==> config.mk <==
export PLATFORM = sky130hd
export DESIGN_NAME = sio_channel
export DESIGN_NICKNAME = d
export VERILOG_FILES = /design/src/rtl/sio_pkg.sv /design/src/rtl/sio_baud.sv /design/src/rtl/sio_tx.sv /design/src/rtl/sio_rx.sv /design/src/rtl/sio_channel.sv
export SDC_FILE = /design/constraint.sdc
export NUM_CORES = 1
export LEC_CHECK = 0
export ABC_CLOCK_PERIOD_IN_PS = 2300
export BUFFER_PORTS_ARGS = -buffer_cell sky130_fd_sc_hd__clkbuf_2
export CAP_MARGIN = 20
export CORE_MARGIN = 8
export CORE_UTILIZATION = 52
export DETAILED_ROUTE_END_ITERATION = 8
export GPL_ROUTABILITY_DRIVEN = 0
export MAX_ROUTING_LAYER = met4
export PLACE_DENSITY = 0.77
export SLEW_MARGIN = 20
export SYNTH_ARGS = -nofsm -noshare
export SYNTH_HDL_FRONTEND = slang
export SYNTH_HIERARCHICAL = 1
export SYNTH_SLANG_ARGS = --single-unit
==> constraint.sdc <==
create_clock -name clk -period 2.3 [get_ports clk]
set_clock_uncertainty 0.15 [all_clocks]
set_input_delay 0.46 -clock clk [delete_from_list [all_inputs] [get_ports clk]]
set_output_delay 0.46 -clock clk [all_outputs]
set_load 0.02 [all_outputs]
==> src/rtl/sio_pkg.sv <==
package sio_pkg;

   typedef enum logic [1:0] {
      REG_DATA = 2'd0,
      REG_STAT = 2'd1,
      REG_CTRL = 2'd2,
      REG_SCAL = 2'd3
   } reg_sel_e;

   // control word, bit 7 first
   typedef struct packed {
      logic loop;
      logic flow;
      logic par_en;
      logic par_odd;
      logic tx_irq;
      logic rx_irq;
      logic tx_en;
      logic rx_en;
   } ctrl_t;

   typedef enum logic [2:0] {
      RX_IDLE,
      RX_START,
      RX_DATA,
      RX_PAR,
      RX_STOP,
      RX_HOLD
   } rx_state_e;

endpackage

==> src/rtl/sio_baud.sv <==
module sio_baud #(
   parameter int SCALER_W = 12
) (
   input  logic                clk,
   input  logic                rst_n,
   input  logic [SCALER_W-1:0] scaler,
   output logic                tick
);

   if (SCALER_W < 2) begin : g_bad_width
      $error("sio_baud: SCALER_W must be at least 2");
   end

   logic [SCALER_W-1:0] cnt;

   always_ff @(posedge clk or negedge rst_n) begin
      if (!rst_n)            cnt <= '0;
      else if (cnt == '0)    cnt <= scaler;
      else                   cnt <= cnt - 1'b1;
   end

   assign tick = (cnt == '0);

   AST_TICK_SPACING: assert property (@(posedge clk) disable iff (!rst_n)
      (tick && scaler != '0) |=> !tick);

endmodule

==> src/rtl/sio_tx.sv <==
module sio_tx #(
   parameter int OVS    = 8,
   parameter int CHAR_W = 8
) (
   input  logic              clk,
   input  logic              rst_n,
   input  logic              tick,
   input  logic              tx_en,
   input  logic              par_en,
   input  logic              par_odd,
   input  logic              cts_ok,
   input  logic              wr_char,
   input  logic [CHAR_W-1:0] wdata,
   output logic              line,
   output logic              thr_empty,
   output logic              tsr_empty,
   output logic              thr_drained
);

   localparam int SUB_W   = $clog2(OVS);
   localparam int FRAME_W = CHAR_W + 3;
   localparam int BIT_W   = $clog2(FRAME_W + 1);

   logic [CHAR_W-1:0]  thr;
   logic [FRAME_W-1:0] shreg;
   logic [BIT_W-1:0]   bits_left;
   logic [SUB_W-1:0]   sub;
   logic               load;
   logic               par_bit;

   assign load    = !thr_empty && tsr_empty && tx_en && cts_ok;
   assign par_bit = par_en ? (^thr ^ par_odd) : 1'b1;

   always_ff @(posedge clk or negedge rst_n) begin
      if (!rst_n) begin
         thr       <= '0;
         thr_empty <= 1'b1;
      end else if (wr_char) begin
         thr       <= wdata;
         thr_empty <= 1'b0;
      end else if (load) begin
         thr_empty <= 1'b1;
      end
   end

   always_ff @(posedge clk or negedge rst_n) begin
      if (!rst_n) begin
         shreg     <= '1;
         bits_left <= '0;
         sub       <= '0;
         tsr_empty <= 1'b1;
      end else if (load) begin
         shreg     <= {1'b1, par_bit, thr, 1'b0};
         bits_left <= par_en ? BIT_W'(FRAME_W) : BIT_W'(FRAME_W - 1);
         sub       <= '0;
         tsr_empty <= 1'b0;
      end else if (!tsr_empty && tick) begin
         if (sub == SUB_W'(OVS - 1)) begin
            sub       <= '0;
            shreg     <= {1'b1, shreg[FRAME_W-1:1]};
            bits_left <= bits_left - 1'b1;
            if (bits_left == BIT_W'(1)) tsr_empty <= 1'b1;
         end else begin
            sub <= sub + 1'b1;
         end
      end
   end

   assign line        = shreg[0];
   assign thr_drained = load;

   AST_TX_IDLE_MARK: assert property (@(posedge clk) disable iff (!rst_n)
      tsr_empty |-> line);

   AST_TX_START_GATED: assert property (@(posedge clk) disable iff (!rst_n)
      $rose(thr_empty) |-> $past(tx_en && cts_ok && tsr_empty));

   AST_TX_BUSY_AFTER_MOVE: assert property (@(posedge clk) disable iff (!rst_n)
      $rose(thr_empty) |-> !tsr_empty);

endmodule

==> src/rtl/sio_rx.sv <==
module sio_rx
   import sio_pkg::*;
#(
   parameter int OVS         = 8,
   parameter int CHAR_W      = 8,
   parameter int SYNC_STAGES = 2
) (
   input  logic              clk,
   input  logic              rst_n,
   input  logic              tick,
   input  logic              rx_en,
   input  logic              par_en,
   input  logic              par_odd,
   input  logic              line_in,
   input  logic              rd_char,
   input  logic              stat_wr,
   input  logic [3:0]        keep,
   output logic [CHAR_W-1:0] rbr,
   output logic              dr,
   output logic              brk,
   output logic              ovr,
   output logic              perr,
   output logic              ferr,
   output logic              got_char
);

   localparam int SUB_W = $clog2(OVS);
   localparam int HALF  = OVS / 2;
   localparam int IDX_W = $clog2(CHAR_W);

   logic line_s;

   if (SYNC_STAGES == 0) begin : g_nosync
      assign line_s = line_in;
   end else if (SYNC_STAGES == 1) begin : g_sync1
      logic sr;
      always_ff @(posedge clk or negedge rst_n) begin
         if (!rst_n) sr <= 1'b1;
         else        sr <= line_in;
      end
      assign line_s = sr;
   end else begin : g_syncn
      logic [SYNC_STAGES-1:0] sr;
      always_ff @(posedge clk or negedge rst_n) begin
         if (!rst_n) sr <= '1;
         else        sr <= {sr[SYNC_STAGES-2:0], line_in};
      end
      assign line_s = sr[SYNC_STAGES-1];
   end

   rx_state_e         st;
   logic [SUB_W-1:0]  sub;
   logic [IDX_W-1:0]  idx;
   logic [CHAR_W-1:0] shf;
   logic              par_bit;
   logic              done;
   logic              is_break;
   logic              par_bad;

   always_ff @(posedge clk or negedge rst_n) begin
      if (!rst_n) begin
         st      <= RX_IDLE;
         sub     <= '0;
         idx     <= '0;
         shf     <= '0;
         par_bit <= 1'b0;
      end else begin
         case (st)
            RX_IDLE: begin
               if (rx_en && tick && !line_s) begin
                  st  <= RX_START;
                  sub <= '0;
               end
            end
            RX_START: begin
               if (tick) begin
                  if (sub == SUB_W'(HALF - 1)) begin
                     sub <= '0;
                     idx <= '0;
                     st  <= line_s ? RX_IDLE : RX_DATA;
                  end else begin
                     sub <= sub + 1'b1;
                  end
               end
            end
            RX_DATA: begin
               if (tick) begin
                  if (sub == SUB_W'(OVS - 1)) begin
                     sub <= '0;
                     shf <= {line_s, shf[CHAR_W-1:1]};
                     idx <= idx + 1'b1;
                     if (idx == IDX_W'(CHAR_W - 1)) st <= par_en ? RX_PAR : RX_STOP;
                  end else begin
                     sub <= sub + 1'b1;
                  end
               end
            end
            RX_PAR: begin
               if (tick) begin
                  if (sub == SUB_W'(OVS - 1)) begin
                     sub     <= '0;
                     par_bit <= line_s;
                     st      <= RX_STOP;
                  end else begin
                     sub <= sub + 1'b1;
                  end
               end
            end
            RX_STOP: begin
               if (tick) begin
                  if (sub == SUB_W'(OVS - 1)) begin
                     sub <= '0;
                     st  <= line_s ? RX_IDLE : RX_HOLD;
                  end else begin
                     sub <= sub + 1'b1;
                  end
               end
            end
            RX_HOLD: begin
               if (line_s) st <= RX_IDLE;
            end
            default: st <= RX_IDLE;
         endcase
      end
   end

   assign done     = (st == RX_STOP) && tick && (sub == SUB_W'(OVS - 1));
   assign is_break = !line_s && (shf == '0) && !(par_en && par_bit);
   assign got_char = done && !is_break;
   assign par_bad  = par_en && (par_bit != (^shf ^ par_odd));

   always_ff @(posedge clk or negedge rst_n) begin
      if (!rst_n) begin
         rbr  <= '0;
         dr   <= 1'b0;
         brk  <= 1'b0;
         ovr  <= 1'b0;
         perr <= 1'b0;
         ferr <= 1'b0;
      end else begin
         if (got_char) rbr <= shf;
         if (got_char)     dr <= 1'b1;
         else if (rd_char) dr <= 1'b0;
         brk  <= (done && is_break)   || (brk  && !(stat_wr && !keep[0]));
         ovr  <= (got_char && dr)     || (ovr  && !(stat_wr && !keep[1]));
         perr <= (got_char && par_bad)|| (perr && !(stat_wr && !keep[2]));
         ferr <= (got_char && !line_s)|| (ferr && !(stat_wr && !keep[3]));
      end
   end

   AST_OVR_NEEDS_DR: assert property (@(posedge clk) disable iff (!rst_n)
      $rose(ovr) |-> $past(dr));

   AST_RX_OFF_QUIET: assert property (@(posedge clk) disable iff (!rst_n)
      (st == RX_IDLE && !rx_en) |=> (st == RX_IDLE));

   AST_BRK_NO_CHAR: assert property (@(posedge clk) disable iff (!rst_n)
      $rose(brk) |-> $stable(rbr));

endmodule

==> src/rtl/sio_channel.sv <==
module sio_channel
   import sio_pkg::*;
#(
   parameter int BUS_W       = 32,
   parameter int SCALER_W    = 12,
   parameter int OVS         = 8,
   parameter int SYNC_STAGES = 2
) (
   input  logic             clk,
   input  logic             rst_n,
   input  logic             bus_sel,
   input  logic             bus_wr,
   input  logic [3:2]       bus_addr,
   input  logic [BUS_W-1:0] bus_wdata,
   output logic [BUS_W-1:0] bus_rdata,
   output logic             irq,
   input  logic             rxd,
   output logic             txd,
   input  logic             cts_n,
   output logic             rts_n
);

   localparam int CHAR_W = 8;

   if (BUS_W < CHAR_W || SCALER_W > BUS_W) begin : g_bad_bus
      $error("sio_channel: BUS_W must hold 8 bits and the scaler");
   end
   if (OVS < 4 || (OVS & (OVS - 1)) != 0) begin : g_bad_ovs
      $error("sio_channel: OVS must be a power of two, at least 4");
   end

   reg_sel_e            sel;
   ctrl_t               ctrl;
   logic [SCALER_W-1:0] scaler;
   logic                wr_data, wr_stat, wr_ctrl, wr_scal, rd_data;
   logic                tick, cts_ok;
   logic                tx_line, rx_line;
   logic                thr_empty, tsr_empty, thr_drained;
   logic [CHAR_W-1:0]   rbr;
   logic                dr, brk, ovr, perr, ferr, got_char;
   logic [6:0]          status;
   logic                unused_wbits;

   assign sel     = reg_sel_e'(bus_addr);
   assign wr_data = bus_sel &&  bus_wr && sel == REG_DATA;
   assign wr_stat = bus_sel &&  bus_wr && sel == REG_STAT;
   assign wr_ctrl = bus_sel &&  bus_wr && sel == REG_CTRL;
   assign wr_scal = bus_sel &&  bus_wr && sel == REG_SCAL;
   assign rd_data = bus_sel && !bus_wr && sel == REG_DATA;
   assign unused_wbits = ^bus_wdata;

   always_ff @(posedge clk or negedge rst_n) begin
      if (!rst_n) begin
         ctrl   <= '0;
         scaler <= '0;
      end else begin
         if (wr_ctrl) ctrl   <= ctrl_t'(bus_wdata[CHAR_W-1:0]);
         if (wr_scal) scaler <= bus_wdata[SCALER_W-1:0];
      end
   end

   sio_baud #(.SCALER_W(SCALER_W)) u_baud (
      .clk    (clk),
      .rst_n  (rst_n),
      .scaler (scaler),
      .tick   (tick)
   );

   assign cts_ok = !ctrl.flow || !cts_n;

   sio_tx #(.OVS(OVS), .CHAR_W(CHAR_W)) u_tx (
      .clk         (clk),
      .rst_n       (rst_n),
      .tick        (tick),
      .tx_en       (ctrl.tx_en),
      .par_en      (ctrl.par_en),
      .par_odd     (ctrl.par_odd),
      .cts_ok      (cts_ok),
      .wr_char     (wr_data),
      .wdata       (bus_wdata[CHAR_W-1:0]),
      .line        (tx_line),
      .thr_empty   (thr_empty),
      .tsr_empty   (tsr_empty),
      .thr_drained (thr_drained)
   );

   assign rx_line = ctrl.loop ? tx_line : rxd;
   assign txd     = ctrl.loop ? 1'b1 : tx_line;

   sio_rx #(.OVS(OVS), .CHAR_W(CHAR_W), .SYNC_STAGES(SYNC_STAGES)) u_rx (
      .clk      (clk),
      .rst_n    (rst_n),
      .tick     (tick),
      .rx_en    (ctrl.rx_en),
      .par_en   (ctrl.par_en),
      .par_odd  (ctrl.par_odd),
      .line_in  (rx_line),
      .rd_char  (rd_data),
      .stat_wr  (wr_stat),
      .keep     (bus_wdata[6:3]),
      .rbr      (rbr),
      .dr       (dr),
      .brk      (brk),
      .ovr      (ovr),
      .perr     (perr),
      .ferr     (ferr),
      .got_char (got_char)
   );

   assign status = {ferr, perr, ovr, brk, thr_empty, tsr_empty, dr};
   assign rts_n  = ctrl.flow ? dr : 1'b0;

   always_comb begin
      bus_rdata = '0;
      case (sel)
         REG_DATA: bus_rdata[CHAR_W-1:0]   = rbr;
         REG_STAT: bus_rdata[6:0]          = status;
         REG_CTRL: bus_rdata[CHAR_W-1:0]   = ctrl;
         REG_SCAL: bus_rdata[SCALER_W-1:0] = scaler;
         default:  bus_rdata = '0;
      endcase
   end

   always_ff @(posedge clk or negedge rst_n) begin
      if (!rst_n) irq <= 1'b0;
      else        irq <= (got_char && ctrl.rx_irq) || (thr_drained && ctrl.tx_irq);
   end

   AST_IRQ_CAUSE: assert property (@(posedge clk) disable iff (!rst_n)
      irq |-> $past(ctrl.rx_irq || ctrl.tx_irq));

   AST_RTS_FOLLOWS_DR: assert property (@(posedge clk) disable iff (!rst_n)
      (ctrl.flow && $rose(dr)) |-> rts_n);

endmodule

==> flow_summary_export.csv <==
group,metric,value,unit
clock_tree,cts_root_buffer,"clkbuf_8",
grt,met3_usage,3.54,%
pwr,pwr-share-comb,22.7,%
placement,dp_hpwl,7.52,mm
status,status,"finished clean",
synth,yosys_warnings,6,
job,drv_cap,0,
routing,vias,3378,
floorplan,initial_utilization,53.5,%
synth,ys_ff_latch,93,
sta,clock.fmax,449,MHz
grt,antenna_found_initial,0,
placement,portBuffers,34,
worst_setup_path,cp_slowest_stage_delay,0.40,ns
clock_tree,cts-htree-levels,3,
grt,gr-max-usage-layer,"met2",
placement,post_dp_cell_area,0.00525,mm2
floorplan,die_area,0.0129,mm2
grt,grt-ovfl-total,0,
sta,max-slew-margin-rel,63.2,%
sta,layout_min_cycle_time,2.23,ns
grt,grt_max_degree,43,
sta,fin_hold_ws,0.174,ns
worst_setup_path,crit_arrival,2.35,ns
grt,use_met2,27.7,%
pwr,p_leak,2.67,nW
sta,layout_setup_ws,0.0741,ns
final_layout,final_cell_mix,"dfrtp_1, nor2_1, nand2_1",
final_layout,seq_area,0.00234,mm2
final_layout,final_area,0.00562,mm2
final_layout,multi_input_area,0.00236,mm2
floorplan,die_w,113,um
synth,ys_seq_area_share,47.5,%
floorplan,coreArea,0.00924,mm2
sta,timing.final.crit_share,96.8,%
synth,yosysUniqueCellTypes,60,
worst_setup_path,cp-end-kind,"register",
routing,via_per_inst,5.41,
final_layout,final_common_cell,"dfrtp_1",
worst_setup_path,r2r_cells,10,
pwr,switchingPower,1.36,mW
clock_tree,clock_sinks,93,
final_layout,drive_gt1_share,30.3,%
worst_setup_path,worst-endpoint-required,2.43,ns
routing,wl,10.6,mm
clock_tree,cts.path.max_buffers,2,
sta,setup_viol,0,
pwr,p_seq_share,47.3,%
clock_tree,cts_buffers,9,
routing,first_pass_iters,4,
final_layout,fillers,743,
grt,grt_pass1_wl,17.4,mm
worst_setup_path,crit_slowest_cell,"dfrtp_1",
sta,finalHoldViolCount,0,
final_layout,area_delta_synth_final,13.8,%
placement,place_inst,602,
worst_setup_path,start_kind,"register",
clock_tree,clk_pin_slew_worst_paths,0.10,ns
pwr,internal-power,3.19,mW
pwr,switching_share,29.8,%
synth,synth-main-ff-cell,"dfrtp_1",
routing,wire_per_inst,16.9,um
min_path,hold_class,"in2reg",
clock_tree,clock_latency,0.36,ns
worst_setup_path,path_max_fanout,9,
worst_setup_path,path_class,"reg2reg",
final_layout,stdcell_count,624,
floorplan,boundaryPins,75,
pwr,pwr-share-clk,30.0,%
sta,drv_slew,0,
grt,track_usage,17.2,%
final_layout,diodes,0,
min_path,hold_depth,2,
synth,synth_area,0.00494,mm2
synth,synthCells,437,
routing,postRouteAntennaNets,0,
routing,drc,0,
routing,drt_iter0_drc,146,
floorplan,fp-row-count,35,
sta,tightest_slew,0.551,ns
floorplan,die_h,113,um
placement,place_ws,-0.0185,ns
clock_tree,cts_tree,"built",
synth,synth-async-reset-ratio,100,%
grt,groute.layer.met1.usage,21.8,%
sta,setup_tns,0,ns
final_layout,final_nets,546,
grt,grt_pass1_vias,3522,
synth,avgSynthCellArea,11.3,um2
pwr,peakVddDrop,0.505,mV
worst_setup_path,path_cells,"inv_2 -> ha_2 -> nor4b_4 -> and3_4 -> buf_6 -> nand3b_1 -> nand2_4 -> buf_12 -> nor2_1 -> a31oi_1",
pwr,powerDensity,809,mW/mm2
synth,synth-edff-count,0,
## final cells by class
type	instances	area share, %
well taps	129	2.87
inverters	23	1.54
multi-input cells	304	42.0
clock buffers	10	2.45
flip-flops and latches	93	41.7
repair buffers	59	7.28
clock inverters	6	2.11
## metrics by stage
step	utilization [%]	power, mW
6_report	60.8	4.55
2_1_floorplan	-	2.85
4_1_cts	59.8	4.53
5_1_grt	60.8	4.76
3_5_place_dp	56.8	3.15
3_3_place_gp	56.8	3.11
## cell families (layout without fill, tap and decap cells)
family,count (synthesis),in the layout,synth area share (%)
DFF,93,93,47.5
other,1,20,0.0759
muxes,51,51,14.0
and+or+nand+nor,124,125,13.9
buffers and inverters,60,98,7.22
AOI/OAI and AO/OA,68,68,8.61
adders and majority gates,16,16,4.05
xor gates and xnor gates,24,24,4.69
## layer usage
| layer | share of wire (%) | up-vias |
|---|---|---|
| li1 | - | 1580 |
| met1 | 45 | 1705 |
| met2 | 50 | 82 |
| met3 | 4.3 | 11 |
| met4 | 0.86 | 0 |
| met5 | 0 | - |
## Yosys cell counts, drive strengths merged (5+ instances only)
library cell | number | area [um2]
dfrtp | 79 | 1980
mux2 | 43 | 522
nor2 | 38 | 153
nand2 | 37 | 139
buf | 32 | 251
o21ai | 23 | 115
inv | 22 | 82.6
a21oi | 19 | 98.9
xnor2 | 17 | 156
ha | 16 | 200
dfstp | 14 | 368
a31oi | 9 | 56.3
nand3 | 9 | 50.1
mux4 | 7 | 158
and3 | 6 | 37.5
nor3 | 6 | 30.0
xor2 | 6 | 52.6
clkbuf | 5 | 18.8
nand4 | 5 | 52.6
## worst max-delay path: cells and delay by family, from the launching register on
kind            cells  cell delay (ns)
compound gates      1             0.16
buf+inv             3             0.34
simple gates        5             0.92
flops               1             0.40
fa+ha+maj           1             0.17
## flip-flops by register name, indices dropped and copies added (netlist names), 2 cells and up
name / flops
u_tx/sub: 3
u_tx/bits_left: 4
u_rx/shf: 8
ctrl: 8
u_rx/sub: 3
u_rx/g_syncn.sr: 2
u_rx/idx: 3
u_rx/st: 3
scaler: 12
u_rx/rbr: 8
u_tx/thr: 8
u_baud/cnt: 12
u_tx/shreg: 10
## path summary, 6_finish.rpt
kind	to	slack, ns	from
worst max register to register	u_tx/shreg[4]$_DFFE_PN1P_	0.07	u_baud/cnt[0]$_DFF_PN0_
worst min-delay path	scaler[11]$_DFFE_PN0P_	0.17	bus_wdata[11]
max in group asynchronous	u_rx/g_syncn.sr[0]$_DFF_PN1_	0.99	rst_n
min in group asynchronous	u_rx/rbr[5]$_DFFE_PN0P_	0.39	rst_n
worst min register to register	u_rx/g_syncn.sr[1]$_DFF_PN1_	0.21	u_rx/g_syncn.sr[0]$_DFF_PN1_
worst max-delay path	u_tx/shreg[4]$_DFFE_PN1P_	0.07	u_baud/cnt[0]$_DFF_PN0_
## power by group through the flow
stage / sequential [mW] / clock (mW) / combinational (mW)
6_report: 2.15 / 1.36 / 1.03
4_1_cts: 2.13 / 1.39 / 1.02
5_1_grt: 2.19 / 1.45 / 1.12
3_5_place_dp: 2.15 / 0 / 1.00
2_1_floorplan: 2.10 / 0 / 0.747
3_3_place_gp: 2.13 / 0 / 0.975
## what timing repair did
item                                    CTS  global route
pin swaps                                 0             1
buffers inserted                          0             3
endpoints found under the hold margin    21             0
endpoints found under the setup margin   18            38
hold buffers                              1             0
resized for setup                         2            10
gates cloned                              0             2
No activity file was read; power rests on OpenSTA's default activity.
